**config.mk**
```make
export PLATFORM = sky130hd
export DESIGN_NAME = slide_mask_reg
export DESIGN_NICKNAME = d
export VERILOG_FILES = /design/src/rtl/slide_mask_pkg.sv /design/src/rtl/slide_mask_seg.sv /design/src/rtl/slide_mask_shift.sv /design/src/rtl/slide_mask_cmp.sv /design/src/rtl/slide_mask_reg.sv
export SDC_FILE = /design/constraint.sdc
export NUM_CORES = 1
export LEC_CHECK = 0
export BUFFER_PORTS_ARGS = -buffer_cell sky130_fd_sc_hd__buf_4
export CAP_MARGIN = 25
export CORE_AREA = 2 2 164 166
export CTS_CLUSTER_SIZE = 25
export DETAILED_ROUTE_END_ITERATION = 12
export DIE_AREA = 0 0 166 168
export PLACE_DENSITY = 0.63
export SYNTH_ARGS = -nofsm -noshare
export SYNTH_HDL_FRONTEND = slang
export SYNTH_SLANG_ARGS = --single-unit
export TNS_END_PERCENT = 5
```
**constraint.sdc**
```tcl
create_clock -name clk -period 1.4 [get_ports clk]
set_input_delay 0.14 -clock clk [delete_from_list [all_inputs] [get_ports clk]]
set_output_delay 0.14 -clock clk [all_outputs]
set_load 0.02 [all_outputs]
```
**src/rtl/slide_mask_pkg.sv**
```systemverilog
package slide_mask_pkg;
   typedef enum logic {
      DIR_RIGHT = 1'b0,
      DIR_LEFT  = 1'b1
   } shift_dir_e;
endpackage

```
**src/rtl/slide_mask_seg.sv**
```systemverilog
// Builds the next mask value for a slice load: one slice replaced, rest kept.
module slide_mask_seg #(
   parameter int DATA_W = 64,
   parameter int SEG_W  = 16,
   parameter int SEL_W  = 2
) (
   input  logic [SEL_W-1:0]  sel,
   input  logic [SEG_W-1:0]  wdata,
   input  logic [DATA_W-1:0] cur,
   output logic [DATA_W-1:0] nxt
);
   localparam int NSEG = DATA_W / SEG_W;

   for (genvar s = 0; s < NSEG; s++) begin : g_seg
      localparam logic [SEL_W-1:0] SIDX = SEL_W'(s);
      assign nxt[s*SEG_W +: SEG_W] = (sel == SIDX) ? wdata : cur[s*SEG_W +: SEG_W];
   end
endmodule

```
**src/rtl/slide_mask_shift.sv**
```systemverilog
// One-position slide inside [lo, hi] with the leading limit bit replicated.
module slide_mask_shift
   import slide_mask_pkg::*;
#(
   parameter int DATA_W = 64,
   parameter int IDX_W  = 6
) (
   input  logic [DATA_W-1:0] cur,
   input  logic [IDX_W-1:0]  lo,
   input  logic [IDX_W-1:0]  hi,
   input  shift_dir_e        dir,
   output logic [DATA_W-1:0] nxt
);
   for (genvar i = 0; i < DATA_W; i++) begin : g_bit
      localparam logic [IDX_W-1:0] IDX = IDX_W'(i);
      logic in_part;
      logic from_up;
      logic from_dn;
      assign in_part = (lo <= IDX) && (IDX <= hi);

      if (i == DATA_W - 1) begin : g_top
         assign from_up = cur[i];
      end else begin : g_mid_up
         assign from_up = (in_part && (IDX != hi)) ? cur[i+1] : cur[i];
      end

      if (i == 0) begin : g_bot
         assign from_dn = cur[i];
      end else begin : g_mid_dn
         assign from_dn = (in_part && (IDX != lo)) ? cur[i-1] : cur[i];
      end

      assign nxt[i] = (dir == DIR_LEFT) ? from_dn : from_up;
   end
endmodule

```
**src/rtl/slide_mask_cmp.sv**
```systemverilog
// Masked compare and masked merge, both purely combinational.
module slide_mask_cmp #(
   parameter int DATA_W = 64
) (
   input  logic [DATA_W-1:0] mask,
   input  logic [DATA_W-1:0] data,
   input  logic [DATA_W-1:0] key,
   input  logic [DATA_W-1:0] old_w,
   input  logic [DATA_W-1:0] new_w,
   output logic              hit,
   output logic [DATA_W-1:0] merged
);
   logic [DATA_W-1:0] bit_ok;

   for (genvar i = 0; i < DATA_W; i++) begin : g_bit
      assign bit_ok[i] = mask[i] | (data[i] ~^ key[i]);
      assign merged[i] = mask[i] ? old_w[i] : new_w[i];
   end

   assign hit = &bit_ok;
endmodule

```
**src/rtl/slide_mask_reg.sv**
```systemverilog
module slide_mask_reg
   import slide_mask_pkg::*;
#(
   parameter int DATA_W = 64,
   parameter int SEG_W  = 16,
   parameter int SEL_W  = 2,
   parameter int IDX_W  = 6
) (
   input  logic              clk,
   input  logic              rst_n,
   input  logic              seg_wr_en,
   input  logic [SEL_W-1:0]  seg_sel,
   input  logic [SEG_W-1:0]  seg_wdata,
   input  logic              shift_en,
   input  logic              shift_dir,
   input  logic [IDX_W-1:0]  lim_lo,
   input  logic [IDX_W-1:0]  lim_hi,
   input  logic [DATA_W-1:0] cmp_data,
   input  logic [DATA_W-1:0] cmp_key,
   input  logic [DATA_W-1:0] merge_old,
   input  logic [DATA_W-1:0] merge_new,
   output logic [DATA_W-1:0] mask_q,
   output logic              cmp_hit,
   output logic [DATA_W-1:0] merge_out
);
   localparam int NSEG = DATA_W / SEG_W;

   if (DATA_W % SEG_W != 0) begin : g_bad_seg
      $error("DATA_W must be a multiple of SEG_W");
   end
   if ((1 << SEL_W) != NSEG) begin : g_bad_sel
      $error("SEL_W must index exactly DATA_W/SEG_W slices");
   end
   if ((1 << IDX_W) != DATA_W) begin : g_bad_idx
      $error("IDX_W must index exactly DATA_W bits");
   end

   logic [DATA_W-1:0] seg_nxt;
   logic [DATA_W-1:0] shf_nxt;
   shift_dir_e        dir_e;

   assign dir_e = shift_dir_e'(shift_dir);

   slide_mask_seg #(.DATA_W(DATA_W), .SEG_W(SEG_W), .SEL_W(SEL_W)) u_seg (
      .sel   (seg_sel),
      .wdata (seg_wdata),
      .cur   (mask_q),
      .nxt   (seg_nxt)
   );

   slide_mask_shift #(.DATA_W(DATA_W), .IDX_W(IDX_W)) u_shift (
      .cur (mask_q),
      .lo  (lim_lo),
      .hi  (lim_hi),
      .dir (dir_e),
      .nxt (shf_nxt)
   );

   always_ff @(posedge clk or negedge rst_n) begin
      if (!rst_n) begin
         mask_q <= '0;
      end else if (seg_wr_en) begin
         mask_q <= seg_nxt;
      end else if (shift_en) begin
         mask_q <= shf_nxt;
      end
   end

   slide_mask_cmp #(.DATA_W(DATA_W)) u_cmp (
      .mask   (mask_q),
      .data   (cmp_data),
      .key    (cmp_key),
      .old_w  (merge_old),
      .new_w  (merge_new),
      .hit    (cmp_hit),
      .merged (merge_out)
   );
endmodule

```
==> summary.txt, run 1 <==
Worst hold path
  – Worst Hold Class: in2reg
  – Min-Delay Path Depth: 3

Finish
  – Area growth syn-to-layout: 88.72%
  – Register area: 0.001612 mm^2
  – Multi-input combinational cell area: 0.006905 mm^2
  – Non-Filler Instances: 2013
  – Top flop regs: mask_q x64
  – Max reg flops: 64
  – FILL cells: 2356
  – Layout Nets: 1958
  – Antenna diodes: 0
  – Biggest register: mask_q
  – Layout cells sized above 1: 0.6071

Placement
  – Count of input and output buffers: 419
  – GP Congestion: 0.9962
  – Placed instance count: 1983
  – Dpl ws: -0.6530 ns
  – DP Wirelength: 41460 um

Die
  – Starting density of the core: 0.3187
  – Chip width: 166 um
  – Total die area: 0.02789 mm^2
  – Core Box Area: 0.02635 mm^2
  – IO Pins: 420
  – Die Ht: 168 um
  – Row cnt: 60

Yosys
  – EDFF count, synth: 0
  – YS warnings: 0
  – XOR/XNOR Fraction of Synth Area: 0.06676
  – Yosys reg bits: 64
  – Main combinational cell family by area after synthesis: compound AO/OA/AOI/OAI gates
  – Post-synthesis simple-gate area fraction: 0.1499
  – Top FF cell, synth: dfrtp_1
  – Post-Syn Area: 0.008397 mm^2
  – Mean Syn Cell Area: 8.121 um^2
  – Yosys cell types: 78
  – Post-Syn Instances: 1034
  – Mux cell area share after synthesis: 0.2117
  – Compound-gate portion of the synthesized area: 0.2751
  – Register area share after synthesis: 0.1907
  – Synth Area in Adders: 0
  – Post-synth ARST share: 1.000
  – Post-Syn Nets: 1325

Setup path
  – Kind of critical path: reg2out
  – Crit-path cells: o22ai_2, nor4_2, buf_4, nand4_1, buf_6, nor2_4, buf_6
  – Critical Path Slowest Stage Cell: dfrtp_1
  – Crit path max fanout: 2
  – Delay-heaviest family, CP: simple AND/OR/NAND/NOR gates
  – Crit path launch type: flop
  – WP buf/inv: 3
  – Worst Setup End Kind: output pin
  – Worst R2R Path Depth: 6
  – Most used cell, CP: buf_6
  – Crit path depth: 7
  – Arrival time worst endpoint: 1.85 ns
  – Required @ worst endpoint: 1.26 ns
  – CP peak stage delay: 0.39 ns

Power and ir drop
  – Cell-internal power: 9137 uW
  – Pwr Total: 15740 uW
  – Psw: 6600 uW
  – Clock Power Share: 0.160
  – VDD IR max: 693.1 uV
  – Leakage: 0.007339 uW
  – Gate power share: 0.660
  – Seq pwr share: 0.179
  – Pwr dens: 993.0 mW/mm^2
  – Net Sw Frac: 0.4194

Timing
  – Min Clock Period, post-route: 1.991 ns
  – Max Clock Skew: 0.006090 ns
  – Tightest Pin Transition: 0.6530 ns
  – Setup TNS: -7.741 ns
  – Tcrit/Tclk final: 1.422
  – Final Hold Fails: 0
  – F_max: 502.4 MHz
  – Worst Hold Margin: 0.09909 ns
  – Max-slew violations: 0
  – Relative slew slack: 0.5631
  – Final setup fails: 103
  – Final worst setup slack: -0.5906 ns
  – RSZ-0062 raised after global routing: true

Global routing
  – Total GRT Usage: 0.3482
  – Number of global-route vias before repair: 11.36k
  – Largest net degree at the start of global routing: 65
  – Global-route wire length before repair: 73480 um
  – Initial antenna violation count: 1
  – Total gr overflow: 0

Clock network
  – CTS tree: done
  – Clock Latency Late Sink: 0.34 ns
  – Max Root-Sink Buffers: 2
  – Clock slew at reported path FFs: 0.06 ns
  – Clk sinks: 64
  – H-tree depth: 3
  – CTS Buf Count: 9
  – Root Driver: clkbuf_16

Flow run
  – Max_cap viols: 0

Routing
  – Final WL: 51730 um
  – Starting DRT DRC Count: 1305
  – Total number of vias: 11.50k
  – # DRC: 0
  – Antenna viol nets, final: 0
  – Avg Vias per Cell: 5.713
  – TritonRoute pass-1 iters: 5
  – Routed wire length per instance: 25.70 um

Outcome
  – Failing checks: negative setup slack
  – Outcome: finished, violations left
[metrics by stage]
| stage | area (um^2) | util |
|---|---|---|
| 3_3_place_gp | 13740 | 0.5216 |
| 2_1_floorplan | 8483 | - |
| 5_1_grt | 15850 | 0.6014 |
| 6_report | 15850 | 0.6014 |
| 3_5_place_dp | 13740 | 0.5216 |
| 4_1_cts | 15270 | 0.5796 |
[synthesized netlist by cell type, types with 7 or more instances]
| master | n | area, um^2 |
|---|---|---|
| inv_1 | 9 | 33.78 |
| and3_1 | 7 | 43.79 |
| o211ai_1 | 15 | 112.6 |
| mux2_2 | 93 | 1047 |
| dfrtp_1 | 64 | 1602 |
| buf_4 | 66 | 495.5 |
| a221oi_1 | 18 | 157.7 |
| buf_2 | 35 | 175.2 |
| nor2b_1 | 14 | 87.58 |
| xnor2_1 | 64 | 560.5 |
| nor2_1 | 62 | 232.7 |
| a2111oi_0 | 10 | 87.58 |
| a31oi_1 | 11 | 68.82 |
| o22ai_1 | 49 | 306.5 |
| clkbuf_1 | 39 | 146.4 |
| or3_1 | 9 | 56.30 |
| nor3_1 | 20 | 100.1 |
| nor4_1 | 10 | 62.56 |
| a311oi_1 | 9 | 78.83 |
| nand2_1 | 67 | 251.5 |
| nand3_1 | 15 | 75.07 |
| a211oi_1 | 20 | 150.1 |
| a21oi_1 | 54 | 270.3 |
| mux2i_1 | 73 | 730.7 |
| a22oi_1 | 7 | 52.55 |
| and2_1 | 15 | 93.84 |
| o31ai_1 | 10 | 75.07 |
| o21ai_0 | 57 | 285.3 |
[repair_timing]
item	4_1_cts	5_1_grt
buffers inserted	3	13
cloned	0	3
pin swaps	26	36
hold endpoints to repair	64	0
hold buffers	1	0
setup endpoints to repair	120	127
gates resized for setup	304	96
[worst register-to-register path, stage by stage, from the launching register on]
cell     delay (ns)
dfrtp_2        0.45
buf_6          0.14
buf_8          0.12
buf_8          0.14
mux2i_1        0.18
a21oi_2        0.13
mux2_4         0.27
[layer usage]
metal / vias up / global-route usage / wire (um)
met5: - / 0 / 13
met4: 2 / 0.1444 / 2419
met3: 135 / 0.06159 / 4376
met2: 671 / 0.5578 / 23910
met1: 5558 / 0.4639 / 21020
li1: 5135 / - / -
[cell usage in the layout (no fill, tap or decap), types with 7 or more instances in the layout]
master     count
nor2b_1       13
dfrtp_1       56
a311oi_1       7
inv_1          9
clkbuf_16     12
and2_1         9
a211oi_1      14
a221oi_2      12
nor4_1         9
dfrtp_2        8
buf_6        147
xnor2_1       64
buf_4        599
mux2i_1       71
o22ai_1       46
nand2_1       63
o31ai_1        8
a2111oi_4      7
o21ai_1       18
mux2_2        27
o21ai_2        8
nor3_1        14
nand3_1       14
a21oi_1       41
nor2_1        57
a21oi_2       13
a31oi_1        9
o211ai_1      15
o21ai_0       33
buf_12        12
mux2_4        66
[final timing paths]
check	from	endpoint	slack, ns
worst max-delay path	mask_q[41]$_DFFE_PN0P_	cmp_hit	-0.59
worst min-delay path	seg_wdata[11]	mask_q[43]$_DFFE_PN0P_	0.1
worst max register to register	mask_q[38]$_DFFE_PN0P_	mask_q[39]$_DFFE_PN0P_	-0.14
worst min register to register	mask_q[48]$_DFFE_PN0P_	mask_q[48]$_DFFE_PN0P_	0.66
max in group asynchronous	rst_n	mask_q[19]$_DFFE_PN0P_	0.70
min in group asynchronous	rst_n	mask_q[23]$_DFFE_PN0P_	0.35
[power groups by stage]
| stage | combinational, uW | sequential (uW) | clock (uW) |
|---|---|---|---|
| after floorplan | 4330 | 2950 | 0 |
| after global placement | 8790 | 2730 | 0 |
| after detailed placement | 8800 | 2720 | 0 |
| after CTS | 9940 | 2800 | 2530 |
| after global routing | 10800 | 2860 | 2590 |
| final | 10400 | 2820 | 2520 |
[cell families after synthesis]
group,count (synthesis)
compound gates,332
xor+xnor,64
buf+inv,155
flops,64
mux,166
simple gates,253
[area by class of cell]
class | count | share of cell area
clock buffer | 11 | 0.01532
clock inverter | 5 | 0.005053
inverter | 11 | 0.002685
multi-input combinational | 815 | 0.4358
sequential | 64 | 0.1017
tap | 341 | 0.02692
timing repair buffer | 766 | 0.4126
Power figures use the tool's default switching activity.
==> run 2, diff against run 1 <==
Settings changed: CTS_BUF_LIST set to sky130_fd_sc_hd__clkbuf_16.
==> run 2 against run 1 <==
Effect of this change: the flow still finishes with violations (negative setup slack); clock skew is essentially flat; critical endpoint unchanged; non-clock buffer count is the same; die area is the same; core utilization is essentially flat; critical path type unchanged; clock power shrank 2%; first-iteration DRC count grew 1.5%; sequential share of layout area is essentially flat; maximum frequency shrank 0.21%; largest power group unchanged; critical path depth shrank 1; cell area is essentially flat; worst hold slack gained 0.0023 ns.
==> summary.txt, run 2 (synthesized netlist as in run 1, its figures left out) <==
Worst hold path
  – Hold Startpoint: seg_wdata[11]
  – Worst Hold Class: in2reg
  – Min-Delay Path Depth: 3 (unchanged)

Finish
  – Antenna diodes: 0 (unchanged)
  – Max reg flops: 64 (unchanged)
  – Final instance area: 0.01584 mm^2 (about the same)
  – FILL cells: 2357 (+0.042%)
  – Layout Nets: 1958 (unchanged)
  – Top flop regs: mask_q x64
  – Most frequent cells in the layout: buf_4, buf_6, mux2i_1, mux2_4, xnor2_1
  – Area growth syn-to-layout: 88.60% (about the same)
  – Commonest non-fill, non-tap cell in the layout: buf_4
  – Biggest register: mask_q
  – Layout cells sized above 1: 0.6065 (about the same)

Die
  – Die Ht: 168 um (unchanged)
  – IO Pins: 420 (unchanged)
  – Core Box Area: 0.02635 mm^2 (unchanged)
  – Starting density of the core: 0.3187 (unchanged)
  – Total die area: 0.02789 mm^2 (unchanged)
  – Chip width: 166 um (unchanged)
  – Row cnt: 60 (unchanged)

Clock network
  – CTS Buf Count: 9 (unchanged)
  – Root Driver: clkbuf_16
  – Clk sinks: 64 (unchanged)
  – CTS tree: done
  – Max Root-Sink Buffers: 2 (unchanged)
  – Clock slew at reported path FFs: 0.06 ns (about the same)
  – H-tree depth: 3 (unchanged)
  – Clock Latency Late Sink: 0.34 ns (about the same)

Global routing
  – Busiest layer in global routing: met2
  – Initial antenna violation count: 1 (unchanged)
  – Total gr overflow: 0 (unchanged)
  – Met3 Use GR: 0.06159 (unchanged)
  – Number of global-route vias before repair: 11.36k (unchanged)
  – Met1 Use GR: 0.4639 (unchanged)
  – Grt met2 use: 0.5578 (unchanged)
  – Global-route wire length before repair: 73480 um (unchanged)
  – Total GRT Usage: 0.3482 (unchanged)
  – Largest net degree at the start of global routing: 65 (unchanged)

Outcome
  – Outcome: finished, violations left
  – Failing checks: negative setup slack

Flow run
  – Max_cap viols: 0 (unchanged)

Setup path
  – Required @ worst endpoint: 1.26 ns (about the same)
  – Kind of critical path: reg2out
  – CP startpoint: mask_q[13]$_DFFE_PN0P_
  – Worst r2r src: mask_q[38]$_DFFE_PN0P_
  – Crit path max fanout: 2 (unchanged)
  – Arrival time worst endpoint: 1.85 ns (about the same)
  – Worst R2R Path Depth: 6 (unchanged)
  – Worst Setup End Kind: output pin
  – Reg2Reg Setup Slack: -0.13 ns (about the same)
  – Crit path launch type: flop

Timing
  – Final worst setup slack: -0.5948 ns (-0.004204 ns)
  – Min Clock Period, post-route: 1.995 ns (+0.004204 ns)
  – RSZ-0062 raised after global routing: true
  – F_max: 501.3 MHz (-0.21%)
  – Tightest Pin Transition: 0.6627 ns (+0.009719 ns)
  – Tcrit/Tclk final: 1.425 (+0.003003)
  – Final setup fails: 105 (+1.9%)
  – Relative slew slack: 0.5566 (-0.006503)
  – Final Hold Fails: 0 (unchanged)
  – Max-slew violations: 0 (unchanged)
  – Worst Hold Margin: 0.1014 ns (+0.002333 ns)
  – Max Clock Skew: 0.006032 ns (-0.00005762 ns)

Placement
  – Count of input and output buffers: 419 (unchanged)
  – Dpl ws: -0.6530 ns (unchanged)
  – DP Wirelength: 41460 um (unchanged)
  – GP Congestion: 0.9962 (unchanged)
  – Area of placed instances: 0.01374 mm^2 (unchanged)

Routing
  – Antenna viol nets, final: 0 (unchanged)
  – Final WL: 51730 um (about the same)
  – Avg Vias per Cell: 5.682 (-0.56%)
  – TritonRoute pass-1 iters: 5 (unchanged)
  – # DRC: 0 (unchanged)
  – Starting DRT DRC Count: 1324 (+1.5%)
  – Total number of vias: 11.44k (-0.56%)
  – Routed wire length per instance: 25.70 um (about the same)

Power and ir drop
  – Pwr Total: 15680 uW (-0.35%)
  – VDD IR max: 702.8 uV (+1.4%)
  – Leakage: 0.007337 uW (about the same)
  – Pwr dens: 990.2 mW/mm^2 (-0.28%)
==> run 2: layer usage <==
| metal | part of all wire | routed length, um | vias up |
|---|---|---|---|
| li1 | - | - | 5134 |
| met1 | 0.41 | 21200 | 5526 |
| met2 | 0.46 | 24010 | 660 |
| met3 | 0.081 | 4168 | 115 |
| met4 | 0.045 | 2331 | 2 |
| met5 | 0.00025 | 13 | - |
==> run 2: power by group <==
part	leakage (uW)	total [uW]	switching (uW)	internal (uW)
logic	0.00644	10400	5190	5200
registers	0.000752	2820	493	2330
clock network	0.000150	2470	925	1540
total	0.00734	15700	6610	9070
==> run 2: cell type report <==
| class | count | area [um^2] | area share |
|---|---|---|---|
| clock inverters | 7 | 87.58 | 0.005531 |
| inverters | 11 | 42.54 | 0.002686 |
| flip-flops and latches | 64 | 1612 | 0.1018 |
| repair buffers | 766 | 6538 | 0.4128 |
| multi-input cells | 815 | 6905 | 0.4360 |
| well taps | 341 | 426.7 | 0.02694 |
| clock buffers | 9 | 225.2 | 0.01422 |
==> run 2: timing repair <==
item / CTS / global route
hold endpoints to repair: 64 / 0
resized for setup: 304 / 96
endpoints found under the setup margin: 120 / 127
setup buffers: 3 / 13
pin swaps: 26 / 36
cloned: 0 / 3
hold buffers: 1 / 0
==> run 2: worst paths after layout <==
check	end
worst max-delay path	cmp_hit
max in group asynchronous	mask_q[19]$_DFFE_PN0P_
worst max register to register	mask_q[39]$_DFFE_PN0P_
min in group asynchronous	mask_q[23]$_DFFE_PN0P_
worst min register to register	mask_q[48]$_DFFE_PN0P_
worst min-delay path	mask_q[43]$_DFFE_PN0P_
==> run 2: metrics by stage <==
stage | std cells | setup TNS [ns] | util
6_report | 2013 | -7.881 | 0.6010
5_1_grt | 2013 | -10.77 | 0.6010
4_1_cts | 2001 | -7.319 | 0.5793
3_5_place_dp | 1983 | -29.17 | 0.5216
3_3_place_gp | 1983 | -30.10 | 0.5216
2_1_floorplan | 1034 | -4.709 | -
==> run 2: critical path, cell delays in order (launching register included) <==
cell	delay (ns)
dfrtp_1	0.40
o22ai_1	0.54
nor4_1	0.11
nand4_1	0.16
buf_6	0.15
nor2_4	0.03
buf_6	0.13
